## config.mk

```make
export PLATFORM = sky130hd
export DESIGN_NAME = cmaint_seq
export DESIGN_NICKNAME = d
export VERILOG_FILES = /design/src/rtl/cmseq_pkg.sv /design/src/rtl/cmseq_dp.sv /design/src/rtl/cmseq_ctrl.sv /design/src/rtl/cmaint_seq.sv
export SDC_FILE = /design/constraint.sdc
export NUM_CORES = 1
export LEC_CHECK = 0
export BUFFER_PORTS_ARGS = -buffer_cell sky130_fd_sc_hd__buf_2
export CORE_UTILIZATION = 59
export DETAILED_ROUTE_END_ITERATION = 8
export HOLD_SLACK_MARGIN = 0.02
export PLACE_DENSITY_LB_ADDON = 0.15
export RECOVER_POWER = 100
export SLEW_MARGIN = 15
export SYNTH_ARGS = -nofsm -noshare
export SYNTH_HDL_FRONTEND = slang
export SYNTH_SLANG_ARGS = --single-unit
```

## constraint.sdc

```tcl
create_clock -name clk -period 8.1 [get_ports clk]
set_input_delay 0.81 -clock clk [delete_from_list [all_inputs] [get_ports clk]]
set_output_delay 0.81 -clock clk [all_outputs]
set_load 0.02 [all_outputs]
```

## src/rtl/cmseq_pkg.sv

```systemverilog
package cmseq_pkg;

  typedef enum logic [2:0] {
    OP_INV    = 3'd0,
    OP_WB     = 3'd1,
    OP_WBINV  = 3'd2,
    OP_LOCK   = 3'd3,
    OP_UNLOCK = 3'd4
  } maintOp_e;

  // strobes from control to datapath
  typedef struct packed {
    logic load;   // capture request, compute command count
    logic step;   // one command handshake completed
  } seqStrobe_t;

  typedef enum logic [1:0] {
    ST_IDLE = 2'd0,
    ST_RUN  = 2'd1,
    ST_FIN  = 2'd2
  } seqState_e;

endpackage

```

## src/rtl/cmseq_dp.sv

```systemverilog
module cmseq_dp
  import cmseq_pkg::*;
#(
  parameter int ADDR_W      = 32,
  parameter int LEN_W       = 12,
  parameter int CACHE_BYTES = 1024,
  parameter int LINE_BYTES  = 16,
  parameter int WAYS        = 2,
  parameter int CNT_W       = LEN_W + 2
) (
  input  logic              clk,
  input  logic              rstN,
  input  seqStrobe_t        strobe,
  input  logic [2:0]        reqOp,
  input  logic              reqWhole,
  input  logic [ADDR_W-1:0] reqAddr,
  input  logic [LEN_W-1:0]  reqLen,
  output logic              reqZero,
  output logic              lastCmd,
  output logic [ADDR_W-1:0] cmdAddr,
  output logic [2:0]        cmdOp,
  output logic              cmdIndexed
);

  localparam int LINE_LOG2   = $clog2(LINE_BYTES);
  localparam int SUM_W       = LEN_W + 2;
  localparam int STEPS_ALLW  = CACHE_BYTES / (LINE_BYTES * WAYS * 4);
  localparam int STEPS_ONEW  = CACHE_BYTES / (LINE_BYTES * 4);
  localparam logic [ADDR_W-1:0] GROUP_BYTES = ADDR_W'(LINE_BYTES * 4);

  // region line count: length plus start skew, rounded up to whole lines
  logic [LINE_LOG2-1:0] startSkew;
  logic [SUM_W-1:0]     spanBytes;
  logic [CNT_W-1:0]     regionCnt;
  logic [CNT_W-1:0]     sweepSteps;
  logic [CNT_W-1:0]     reqCnt;

  always_comb begin
    startSkew = reqAddr[LINE_LOG2-1:0];
    spanBytes = {2'b00, reqLen} + SUM_W'(startSkew) + SUM_W'(LINE_BYTES - 1);
    regionCnt = CNT_W'(spanBytes >> LINE_LOG2);
    unique case (reqOp)
      OP_INV:                     sweepSteps = CNT_W'(STEPS_ALLW);
      OP_WB, OP_WBINV, OP_UNLOCK: sweepSteps = CNT_W'(STEPS_ONEW);
      default:                    sweepSteps = '0;
    endcase
    reqCnt  = reqWhole ? (sweepSteps << 2) : regionCnt;
    reqZero = (reqCnt == '0);
  end

  // running state
  logic [ADDR_W-1:0] baseAddr;
  logic [1:0]        subIdx;
  logic [CNT_W-1:0]  remaining;
  logic [2:0]        opReg;
  logic              wholeReg;

  always_ff @(posedge clk) begin
    if (!rstN) begin
      baseAddr  <= '0;
      subIdx    <= '0;
      remaining <= '0;
      opReg     <= '0;
      wholeReg  <= 1'b0;
    end else if (strobe.load) begin
      baseAddr  <= reqWhole ? '0 : reqAddr;
      subIdx    <= '0;
      remaining <= reqCnt;
      opReg     <= reqOp;
      wholeReg  <= reqWhole;
    end else if (strobe.step) begin
      remaining <= remaining - 1'b1;
      if (subIdx == 2'd3) begin
        subIdx   <= '0;
        baseAddr <= baseAddr + GROUP_BYTES;
      end else begin
        subIdx <= subIdx + 2'd1;
      end
    end
  end

  always_comb begin
    cmdAddr    = baseAddr + (ADDR_W'(subIdx) << LINE_LOG2);
    cmdOp      = opReg;
    cmdIndexed = wholeReg;
    lastCmd    = (remaining == CNT_W'(1));
  end

endmodule

```

## src/rtl/cmseq_ctrl.sv

```systemverilog
module cmseq_ctrl
  import cmseq_pkg::*;
(
  input  logic       clk,
  input  logic       rstN,
  input  logic       reqValid,
  input  logic       cmdReady,
  input  logic       reqZero,
  input  logic       lastCmd,
  output logic       reqReady,
  output logic       cmdValid,
  output logic       done,
  output seqStrobe_t strobe
);

  seqState_e state, stateNext;

  always_comb begin
    stateNext   = state;
    strobe.load = 1'b0;
    strobe.step = 1'b0;
    reqReady    = (state == ST_IDLE);
    cmdValid    = (state == ST_RUN);
    done        = (state == ST_FIN);
    unique case (state)
      ST_IDLE: if (reqValid) begin
        strobe.load = 1'b1;
        stateNext   = reqZero ? ST_FIN : ST_RUN;
      end
      ST_RUN: if (cmdReady) begin
        strobe.step = 1'b1;
        if (lastCmd) stateNext = ST_FIN;
      end
      ST_FIN:  stateNext = ST_IDLE;
      default: stateNext = ST_IDLE;
    endcase
  end

  always_ff @(posedge clk) begin
    if (!rstN) state <= ST_IDLE;
    else       state <= stateNext;
  end

endmodule

```

## src/rtl/cmaint_seq.sv

```systemverilog
module cmaint_seq
  import cmseq_pkg::*;
#(
  parameter int ADDR_W      = 32,
  parameter int LEN_W       = 12,
  parameter int CACHE_BYTES = 1024,
  parameter int LINE_BYTES  = 16,
  parameter int WAYS        = 2
) (
  input  logic              clk,
  input  logic              rstN,
  input  logic              reqValid,
  output logic              reqReady,
  input  logic [2:0]        reqOp,
  input  logic              reqWhole,
  input  logic [ADDR_W-1:0] reqAddr,
  input  logic [LEN_W-1:0]  reqLen,
  output logic              cmdValid,
  input  logic              cmdReady,
  output logic [ADDR_W-1:0] cmdAddr,
  output logic [2:0]        cmdOp,
  output logic              cmdIndexed,
  output logic              done
);

  localparam int CNT_W = LEN_W + 2;

  // unsupported geometry is refused at elaboration
  if ((CACHE_BYTES % (LINE_BYTES * WAYS * 4)) != 0 || CACHE_BYTES < 1024 ||
      LINE_BYTES < 16 || LINE_BYTES > 64 || WAYS < 1 || WAYS > 4 ||
      (1 << $clog2(LINE_BYTES)) != LINE_BYTES ||
      (CACHE_BYTES / LINE_BYTES) >= (1 << CNT_W)) begin : g_badCfg
    $error("cmaint_seq: cache geometry outside supported range");
  end

  seqStrobe_t strobe;
  logic       reqZero;
  logic       lastCmd;

  cmseq_ctrl u_ctrl (
    .clk      (clk),
    .rstN     (rstN),
    .reqValid (reqValid),
    .cmdReady (cmdReady),
    .reqZero  (reqZero),
    .lastCmd  (lastCmd),
    .reqReady (reqReady),
    .cmdValid (cmdValid),
    .done     (done),
    .strobe   (strobe)
  );

  cmseq_dp #(
    .ADDR_W      (ADDR_W),
    .LEN_W       (LEN_W),
    .CACHE_BYTES (CACHE_BYTES),
    .LINE_BYTES  (LINE_BYTES),
    .WAYS        (WAYS),
    .CNT_W       (CNT_W)
  ) u_dp (
    .clk        (clk),
    .rstN       (rstN),
    .strobe     (strobe),
    .reqOp      (reqOp),
    .reqWhole   (reqWhole),
    .reqAddr    (reqAddr),
    .reqLen     (reqLen),
    .reqZero    (reqZero),
    .lastCmd    (lastCmd),
    .cmdAddr    (cmdAddr),
    .cmdOp      (cmdOp),
    .cmdIndexed (cmdIndexed)
  );

endmodule

```

After elaboration in Yosys (flattened, before gate mapping)
Index checks and enable logic that the tools add are counted.
{ "totals": {"output_inout_bits": 39, "inputBits": 52, "word_cells": 50, "register_bits": 54} }
{ "classes": {"n_bitwise": 1, "eq_ne": 10, "muxes": 18, "add_sub_neg": 6, "reduce_logical": 9} }
{ "ops": {"columns": ["operator", "count"], "rows": [
  ["32-bit 2-to-1 mux", 4],
  ["14-bit 2-to-1 mux", 3],
  ["32-bit by 6-bit adder with 32-bit output", 1],
  ["32-bit by 7-bit adder with 32-bit output (second input constant)", 1],
  ["14-bit by 4-bit adder with 14-bit output (second input constant)", 1],
  ["14-bit by 1-bit equality test with 1-bit output (second input constant)", 1],
  ["14-bit zero test", 1],
  ["14-bit by 1-bit subtractor with 14-bit output (second input constant)", 1],
  ["12-bit by 4-bit adder with 13-bit output", 1],
  ["2-bit 2-to-1 mux", 5],
  ["5-bit case mux with 2 select lines", 1],
  ["2-bit equality test (second input constant)", 2],
  ["1-bit 2-to-1 mux", 4],
  ["2-bit by 1-bit != test with 1-bit output (second input constant)", 2],
  ["2-bit case mux with 2 select lines", 1],
  ["2-bit nonzero test", 2],
  ["3-bit by 1-bit equality test with 1-bit output (second input constant)", 1],
  ["3-bit by 2-bit equality test with 1-bit output (second input constant)", 1],
  ["3-bit equality test (second input constant)", 1],
  ["3-bit zero test", 1],
  ["3-bit AND reduction", 1],
  ["3-bit OR reduction", 1],
  ["2-bit by 1-bit adder with 2-bit output (second input constant)", 1],
  ["2-bit by 1-bit equality test with 1-bit output (second input constant)", 1],
  ["5 further kinds", 5]
]} }

Longest topological paths before layout
Gate-level depths: netlist of the first run.
{ "logic_depth": {"word_depth": 8, "mapped_depth": 9, "mapped_depth_nobuf": 8} }

Cells and area by module
Synthesis of the first run repeated with hierarchy kept, for this count alone.
{ "unflattened": {"hier_cells": 516, "hier_area_um2": 3892.5} }
{ "modules_own_cells": {"columns": ["mod", "area_each_um2", "cells_per_inst", "n_inst", "seq_area_each_um2"], "rows": [
  ["cmseq_dp", 3774.9, 504, 1, 1041.0],
  ["cmseq_ctrl", 117.6, 12, 1, 40.0]
]} }

Worst setup path before layout of the first run
Ideal clock, no wire load.
{ "synth_path": {"path_type": "input -> register", "from": "in reqAddr[0]", "to": "reg u_ctrl.state[1]", "required_ps": 8030, "setup_ps": 70, "setup_slack_ps": 4755, "cell_stages": 8, "arrival_time_ps": 3275, "cell_sequence": "ha_1 fa_1 or3b_1 and4bb_1 nor2_1 or4b_1 or4_1 a21oi_1"} }
{ "synth_between": {"elab_chain_cells": 7} }
{ "synth_rtl": {"columns": ["element", "line_no", "rtl"], "rows": [
  ["start, declared", "cmaint_seq.sv:16", "input logic [ADDR_W-1:0] reqAddr,"],
  ["12-bit by 4-bit adder with 13-bit output", "cmseq_dp.sv:40", "spanBytes = {2'b00, reqLen} + SUM_W'(startSkew) + SUM_W'(LINE_BYTES - 1);"],
  ["14-bit by 4-bit adder with 14-bit output", "cmseq_dp.sv:40", null],
  ["14-bit 2-to-1 mux", "cmseq_dp.sv:47", "reqCnt = reqWhole ? (sweepSteps << 2) : regionCnt;"],
  ["14-bit zero test", "cmseq_dp.sv:48", "reqZero = (reqCnt == '0);"],
  ["2-bit 2-to-1 mux", "cmseq_ctrl.sv:28", "stateNext = reqZero ? ST_FIN : ST_RUN;"],
  ["2-bit 2-to-1 mux", "cmseq_ctrl.sv:26", "ST_IDLE: if (reqValid) begin"],
  ["2-bit case mux with 2 select lines", "cmseq_ctrl.sv:25", "unique case (state)"],
  ["end signal, assigned", "cmseq_ctrl.sv:41", "else state <= stateNext;"],
  ["end, declared", "cmseq_ctrl.sv:16", "seqState_e state, stateNext;"]
]} }
Every way passes these cells. The select of a mux whose other input is x is not followed.
A chain may end at the register's enable or synchronous reset.

Final worst setup path of the first run
{ "layout_path": {"from": "in reqAddr[0]", "to": "reg u_dp.remaining[7]"} }
{ "layout_between": {"elab_chain_cells": 4} }
{ "layout_rtl": {"columns": ["element", "line_no", "rtl"], "rows": [
  ["12-bit by 4-bit adder with 13-bit output", "cmseq_dp.sv:40", null],
  ["14-bit by 4-bit adder with 14-bit output", "cmseq_dp.sv:40", null],
  ["14-bit 2-to-1 mux", "cmseq_dp.sv:47", null],
  ["14-bit 2-to-1 mux", "cmseq_dp.sv:65", "end else if (strobe.load) begin"],
  ["end signal, assigned", "cmseq_dp.sv:68", "remaining <= reqCnt;"],
  ["end signal, assigned", "cmseq_dp.sv:72", "remaining <= remaining - 1'b1;"],
  ["end, declared", "cmseq_dp.sv:54", "logic [CNT_W-1:0] remaining;"]
]} }
Every way passes these cells.

==> impl_results.md, run 1 <==
* Status: finished with violations
* Failing checks: design-rule violations, max-capacitance violations, max-slew violations
* Unrepaired setup endpoints after global routing: no
* Leak pwr at 1.73 nW
* Die width at ~84 um
* PwrDens at 159 nW/um^2
* Die area at 7080 um^2
* Vias in the first global route at roughly 3800
* Setup crit end kind: flip-flop
* CP Data Arrival Time at 3.88 ns
* Root Driver: clkbuf_8
* Initial antenna violation count at 0
* Dominant cell by count in the synthesized netlist: nand2_1
* ANT nets after route at 0
* Fin area at 4460 um^2
* Leading area contributor after synthesis: dfxtp_1
* Slew @ Worst Pin at 1.88 ns
* # fillers at 603
* Minimum clock period at roughly 3.6 ns
* FP Rows at 29
* Max IR drop VDD at 0.000104 V
* CTS Hold Bufs at 0
* Simple-gate area share of the yosys netlist at 0.293
* Area Growth Syn to Fin at 12.0%
* Detailed placer's ending HPWL at 7.81 mm
* Initial core utilization at 0.620
* Synth Flop Type: dfxtp_1
* Area of the multi-input gates at 2680 um^2
* Synth Net Count at slightly above 600
* Share of synthesized area spent on multiplexers at 0.00283
* Fmax at 274 MHz
* Synth top area cells: dfxtp_1 (27%), a21oi_1 (7.5%), nand2_1 (6.5%)
* Reg area at 1080 um^2
* Max clock buf depth at 2
* CP top delay family: simple AND/OR/NAND/NOR gates
* Port Buffers at 90
* CTS tree: built
* Avg Vias per Cell at 6.22
* WL per Instance at 16.0 um
* Max cap viols at 1
* Clk_skew at 0.0123 ns
* Post-route setup TNS at 0 ns
* Slowest stage delay, CP at 0.85 ns
* Total track usage at 0.305
* DR DRC count at 17
* DR iter-0 viols at around 330
* Mapped Avg Cell Area at about 7.4 um^2
* Gr ovfl total at 0
* Critical path launch point type: input port
* Sink Count at 54
* HP Class: reg2reg
* Synthesized cell area at 3980 um^2
* Hold Slack at 0.454 ns
* Top Layer Used: met4
* Core area at 6420 um^2
* Netlist cell types at 66
* Critical Path, Cell by Cell: clkbuf_1, ha_1, fa_1, a211oi_1, nor3_1, nor4b_1, and3_1, a31oi_1, o31ai_1
* Cts repair resizes at 0
* Antenna cells at 0
* Post-CTS setup buffers at 0
* Gpl congestion at 0.954
* Synthesis Warnings at 0
* Cells after Synth at 541
* Fin. max-slew vios at 42
* # IOs at 91
* Finish-stage setup viols at 0
* CP max FO at 7
* DR vias at 4240
* Met2 wire length at roughly 5.4 mm
* Clk pin slew, worst setup/hold paths at 0.10 ns
* Slowest-stage cell, CP: nor4b_1
* Post-synthesis xor/xnor area fraction at 0.112
* Worst slew margin at -0.255
* Post-synthesis sequential area ratio at 0.272
* Worst skew pair latency at 0.31 ns
* Global-route wire length before repair at 17.5 mm
* DIE HEIGHT at approximately 84 um
* DP Area at 4380 um^2
* Synth Area in Compound Gates at 0.225
* CTS Buf Count at 5
* Final hold vios at 0
* Largest family of logic cells by synthesized area: simple AND/OR/NAND/NOR gates
* Maximum level of the CTS H-tree at 2
* Wire length on met3 at 676 um
* Layout cells sized above 1 at 0.111
* Critical Path RT at 8.33 ns
* Pwr Total at 0.709 mW
* Post-Route WL at 10.9 mm
* Synthesized-area fraction occupied by adder cells at 0.0415
* CP Buf/Inv Count at 1
* Final period utilization at 0.450
* Final #Nets at 668
* Largest net degree at the start of global routing at 42
* WL met1 at 4.57 mm
* Yosys top cell area share at 0.272
* Post-synthesis async set-or-reset flop share at 0
* Post-synth top cells: nand2_1 (69), a21oi_1 (60), dfxtp_1 (54), nor2_1 (47), clkbuf_1 (29)
* Setup Crit Path Kind: in2reg
* Synth Register Bits at 54
* Pre-antenna DRT Iters at 8
* Post-synth EDFFs at 0
[logic make-up (layout without fill, tap and decap cells)]
| family | Yosys count | count (layout) |
|---|---|---|
| AOI/OAI and AO/OA | 143 | 143 |
| xor gates and xnor gates | 50 | 50 |
| adders and majority gates | 12 | 12 |
| buffers and inverters | 48 | 112 |
| DFF | 54 | 54 |
| muxes | 1 | 1 |
| and+or+nand+nor | 233 | 233 |
[layout by cell type (no fill, tap or decap), types with 9 or more instances in the layout]
cell type and instances:
a211oi_1 11, a21oi_1 60, and3_1 14, buf_2 50
clkbuf_1 41, dfxtp_1 54, ha_1 10, inv_1 10
nand2_1 69, nand3_1 21, nand4_1 9, nor2_1 47
nor3_1 25, o21ai_0 16, xnor2_1 23, xor2_1 26
[power breakdown]
part | internal (mW) | switching, mW
Clock | 0.132 | 0.0912
Combinational | 0.0689 | 0.115
Sequential | 0.282 | 0.0202
Total | 0.483 | 0.227
[worst reg2reg max path, stage by stage, from the launching register on]
cell      delay, ns
dfxtp_1        0.50
or3b_1         0.18
clkbuf_1       1.35
nand2_1        0.79
o21ai_0        0.41
a21o_1         0.12
a21oi_1        0.03
[state kept, by name (all words and copies together), names as in the netlist]
name             count
u_dp.baseAddr       32
u_dp.remaining      14
u_dp.cmdOp           3
u_ctrl.state         2
u_dp.subIdx          2
u_dp.cmdIndexed      1
[layer usage]
metal,vias to the layer above,GRT usage
met5,-,0
met4,0,0.125
met3,25,0.0287
met2,174,0.546
met1,1969,0.376
li1,2072,-
[stage by stage]
step,cells,setup slack (ns),utilization
2_1_floorplan,541,4.75,-
3_3_place_gp,674,4.57,0.682
3_5_place_dp,674,4.51,0.682
4_1_cts,682,4.54,0.704
5_1_grt,682,4.23,0.694
6_report,682,4.45,0.694
[path summary, 6_finish.rpt]
check / startpoint / endpoint / slack (ns) / cells past startpoint
min reg2reg: u_dp.baseAddr[3] / u_dp.baseAddr[3] / 0.45 / 2
max reg2reg: u_ctrl.state[0] / u_dp.baseAddr[31] / 4.62 / 6
min: u_dp.baseAddr[3] / u_dp.baseAddr[3] / 0.45 / 2
max: reqAddr[0] / u_dp.remaining[7] / 4.45 / 9
[final cells by class]
| type | instances | share of cell area |
|---|---|---|
| multi-input combinational | 439 | 0.601 |
| inverter | 11 | 0.00926 |
| clock buffer | 6 | 0.0185 |
| tap | 77 | 0.0216 |
| timing repair buffer | 93 | 0.0940 |
| sequential | 54 | 0.242 |
| clock inverter | 2 | 0.0135 |
Note: power is estimated with default switching activity, not from simulation.
==> run 2: changes to the inputs <==
--- a/config.mk
+++ b/config.mk
@@ -6,7 +6,7 @@
 export NUM_CORES = 1
 export LEC_CHECK = 0
 export BUFFER_PORTS_ARGS = -buffer_cell sky130_fd_sc_hd__buf_2
-export CORE_UTILIZATION = 59
+export CORE_UTILIZATION = 55
 export DETAILED_ROUTE_END_ITERATION = 8
 export HOLD_SLACK_MARGIN = 0.02
 export PLACE_DENSITY_LB_ADDON = 0.15
==> constraint.sdc (replaced) <==
create_clock -name clk -period 3.45 [get_ports clk]
set_input_delay 0.345 -clock clk [delete_from_list [all_inputs] [get_ports clk]]
set_output_delay 0.345 -clock clk [all_outputs]
set_load 0.02 [all_outputs]
==> run 2 against run 1 <==
- setup slack got worse by 4.1 ns
- critical path type is now reg2out
- die area rose by 7.1%
- sequential share of layout area barely moved
- clock-buffer cell count did not move
- clock power rose by 63%
- combinational power rose by 140%
- largest power group unchanged
- the run now ends clean
- via count rose by 0.92%
==> impl_results.md, run 2 (synthesis gave the netlist of run 1 again) <==
* Detailed placer's ending HPWL at 8.00 mm (+2.5%)
* Final hold vios at 0 (unchanged)
* Pre-antenna DRT Iters at 5 (-3)
* DR DRC count at 0 (-17)
* Vias in the first global route at 3849 (+1.3%)
* Cts repair resizes at 0 (unchanged)
* Setup crit end kind: output pin
* # fillers at 723 (+20%)
* Post-route setup TNS at 0 ns (unchanged)
* Antenna cells at 0 (unchanged)
* CTS tree: built
* Max cap viols at 0 (-1)
* Gr ovfl total at 0 (unchanged)
* Leak pwr at 1.73 nW (-0.45%)
* Worst skew pair latency at 0.32 ns (about the same)
* CP max FO at 8 (+1)
* Largest Register: u_dp.baseAddr
* Finish-stage setup viols at 0 (unchanged)
* Setup Crit Path Kind: reg2out
* Most frequent cells in the layout: nand2_1 (69), a21oi_1 (60), dfxtp_1 (54)
* Fmax at 322 MHz
* DIE HEIGHT at 87.1 um (+3.5%)
* Hold Slack at 0.262 ns (-0.192 ns)
* Max clock buf depth at 2 (unchanged)
* Commonest non-fill, non-tap cell in the layout: nand2_1
* Port Buffers at 90 (unchanged)
* Area Growth Syn to Fin at 11.9% (about the same)
* Initial antenna violation count at 0 (unchanged)
* Die width at 87.1 um (+3.5%)
* # IOs at 91 (unchanged)
* HP Class: in2reg
* Clk pin slew, worst setup/hold paths at 0.10 ns (about the same)
* Flip-flop count of the largest register after layout at 32 (unchanged)
* DR iter-0 viols at 305 (-8.7%)
* WL per Instance at 15.4 um (-3.7%)
* Status: complete, no violations
* Sink Count at 54 (unchanged)
* CTS Hold Bufs at 0 (unchanged)
* Critical Path, Cell by Cell: ha_1, and4_1, nand3_1, nor4_1, nor2b_1, xor2_1, clkbuf_1
* Critical Path RT at 3.11 ns (-5.22 ns)
* Unrepaired setup endpoints after global routing: no
* Die area at 7580 um^2 (+7.1%)
* Initial core utilization at 0.576 (-0.0434)
* Global-route wire length before repair at 18.0 mm (+2.7%)
* CP Buf/Inv Count at 1 (unchanged)
* Slowest-stage cell, CP: nor4_1
* Core area at 6910 um^2 (+7.5%)
* FP Rows at 30 (+3.4%)
* Largest net degree at the start of global routing at 38 (-9.5%)
* Worst slew margin at 0.179 (+0.434)
* Avg Vias per Cell at 6.07 (-2.4%)
* Max IR drop VDD at 0.000210 V (+100%)
* Maximum level of the CTS H-tree at 2 (unchanged)
* Post-Route WL at 10.9 mm (-0.42%)
* Post-CTS setup buffers at 0 (unchanged)
* ANT nets after route at 0 (unchanged)
* Clk_skew at 0.0132 ns (+0.000912 ns)
* Slowest stage delay, CP at 0.51 ns (-0.34 ns)
* Final #Nets at 672 (+0.60%)
* Gpl congestion at 0.881 (-7.7%)
* CTS Buf Count at 5 (unchanged)
* Critical path launch point type: flip-flop
* Minimum clock period at around 3.1 ns
* Layout cells sized above 1 at 0.115 (+0.00420)
* Total track usage at 0.301 (-0.00473)
* Final period utilization at 0.899
* Fin. max-slew vios at 0 (-100%)
* PwrDens at 339 nW/um^2 (+110%)
* CP top delay family: simple AND/OR/NAND/NOR gates
* DR vias at 4279 (+0.92%)
* CP Data Arrival Time at 2.76 ns (-1.12 ns)
* Slew @ Worst Pin at 1.23 ns (-0.651 ns)
* Root Driver: clkbuf_8
[run 2: cell type report]
class,count,area [um^2],area share
clock buffers,6,72.6,0.0163
well taps,96,120,0.0270
inverters,11,41.3,0.00927
repair buffers,97,443,0.0994
clock inverters,2,13.8,0.00309
multi-input cells,439,2680,0.602
flip-flops and latches,54,1080,0.243
[run 2: per-stage QoR]
step / util / total power, mW / std cells / setup slack, ns / instance area, um^2
CTS: 0.655 / 1.52 / 705 / 0.434 / 4520
detailed placement: 0.642 / 1.16 / 697 / 0.334 / 4430
finish: 0.645 / 1.51 / 705 / 0.348 / 4450
global placement: 0.642 / 1.15 / 697 / 0.417 / 4430
floorplan: - / 1.03 / 541 / 0.570 / 3980
global route: 0.645 / 1.59 / 705 / 0.126 / 4450
[run 2: worst paths after layout]
path               startpoint                 to  slack [ns]  cells after the start
min reg2reg  u_dp.baseAddr[1]   u_dp.baseAddr[1]        0.46                      2
max          u_dp.baseAddr[6]        cmdAddr[30]        0.35                      7
max reg2reg   u_ctrl.state[0]  u_dp.baseAddr[29]        0.47                      7
min               reqAddr[31]  u_dp.baseAddr[31]        0.26                      3
[run 2: worst register-to-register path: cells and delay by family, from the launching register on]
| kind | cells | cell delay [ns] |
|---|---|---|
| AO/OA/AOI/OAI | 3 | 0.55 |
| buffers and inverters | 1 | 0.91 |
| flip-flops | 1 | 0.40 |
| AND/OR/NAND/NOR | 3 | 1.01 |
[run 2: metal layers]
layer	routed length (um)	track usage
met2	5060	0.492
met1	4870	0.403
met3	853	0.0616
met5	0	0
met4	88	0.0742
[run 2: report_power, final]
group / switching (mW) / leakage [nW] / internal [mW]
registers: 0.0471 / 0.440 / 0.662
logic: 0.272 / 1.24 / 0.163
clock network: 0.220 / 0.0452 / 0.144
total: 0.538 / 1.73 / 0.969
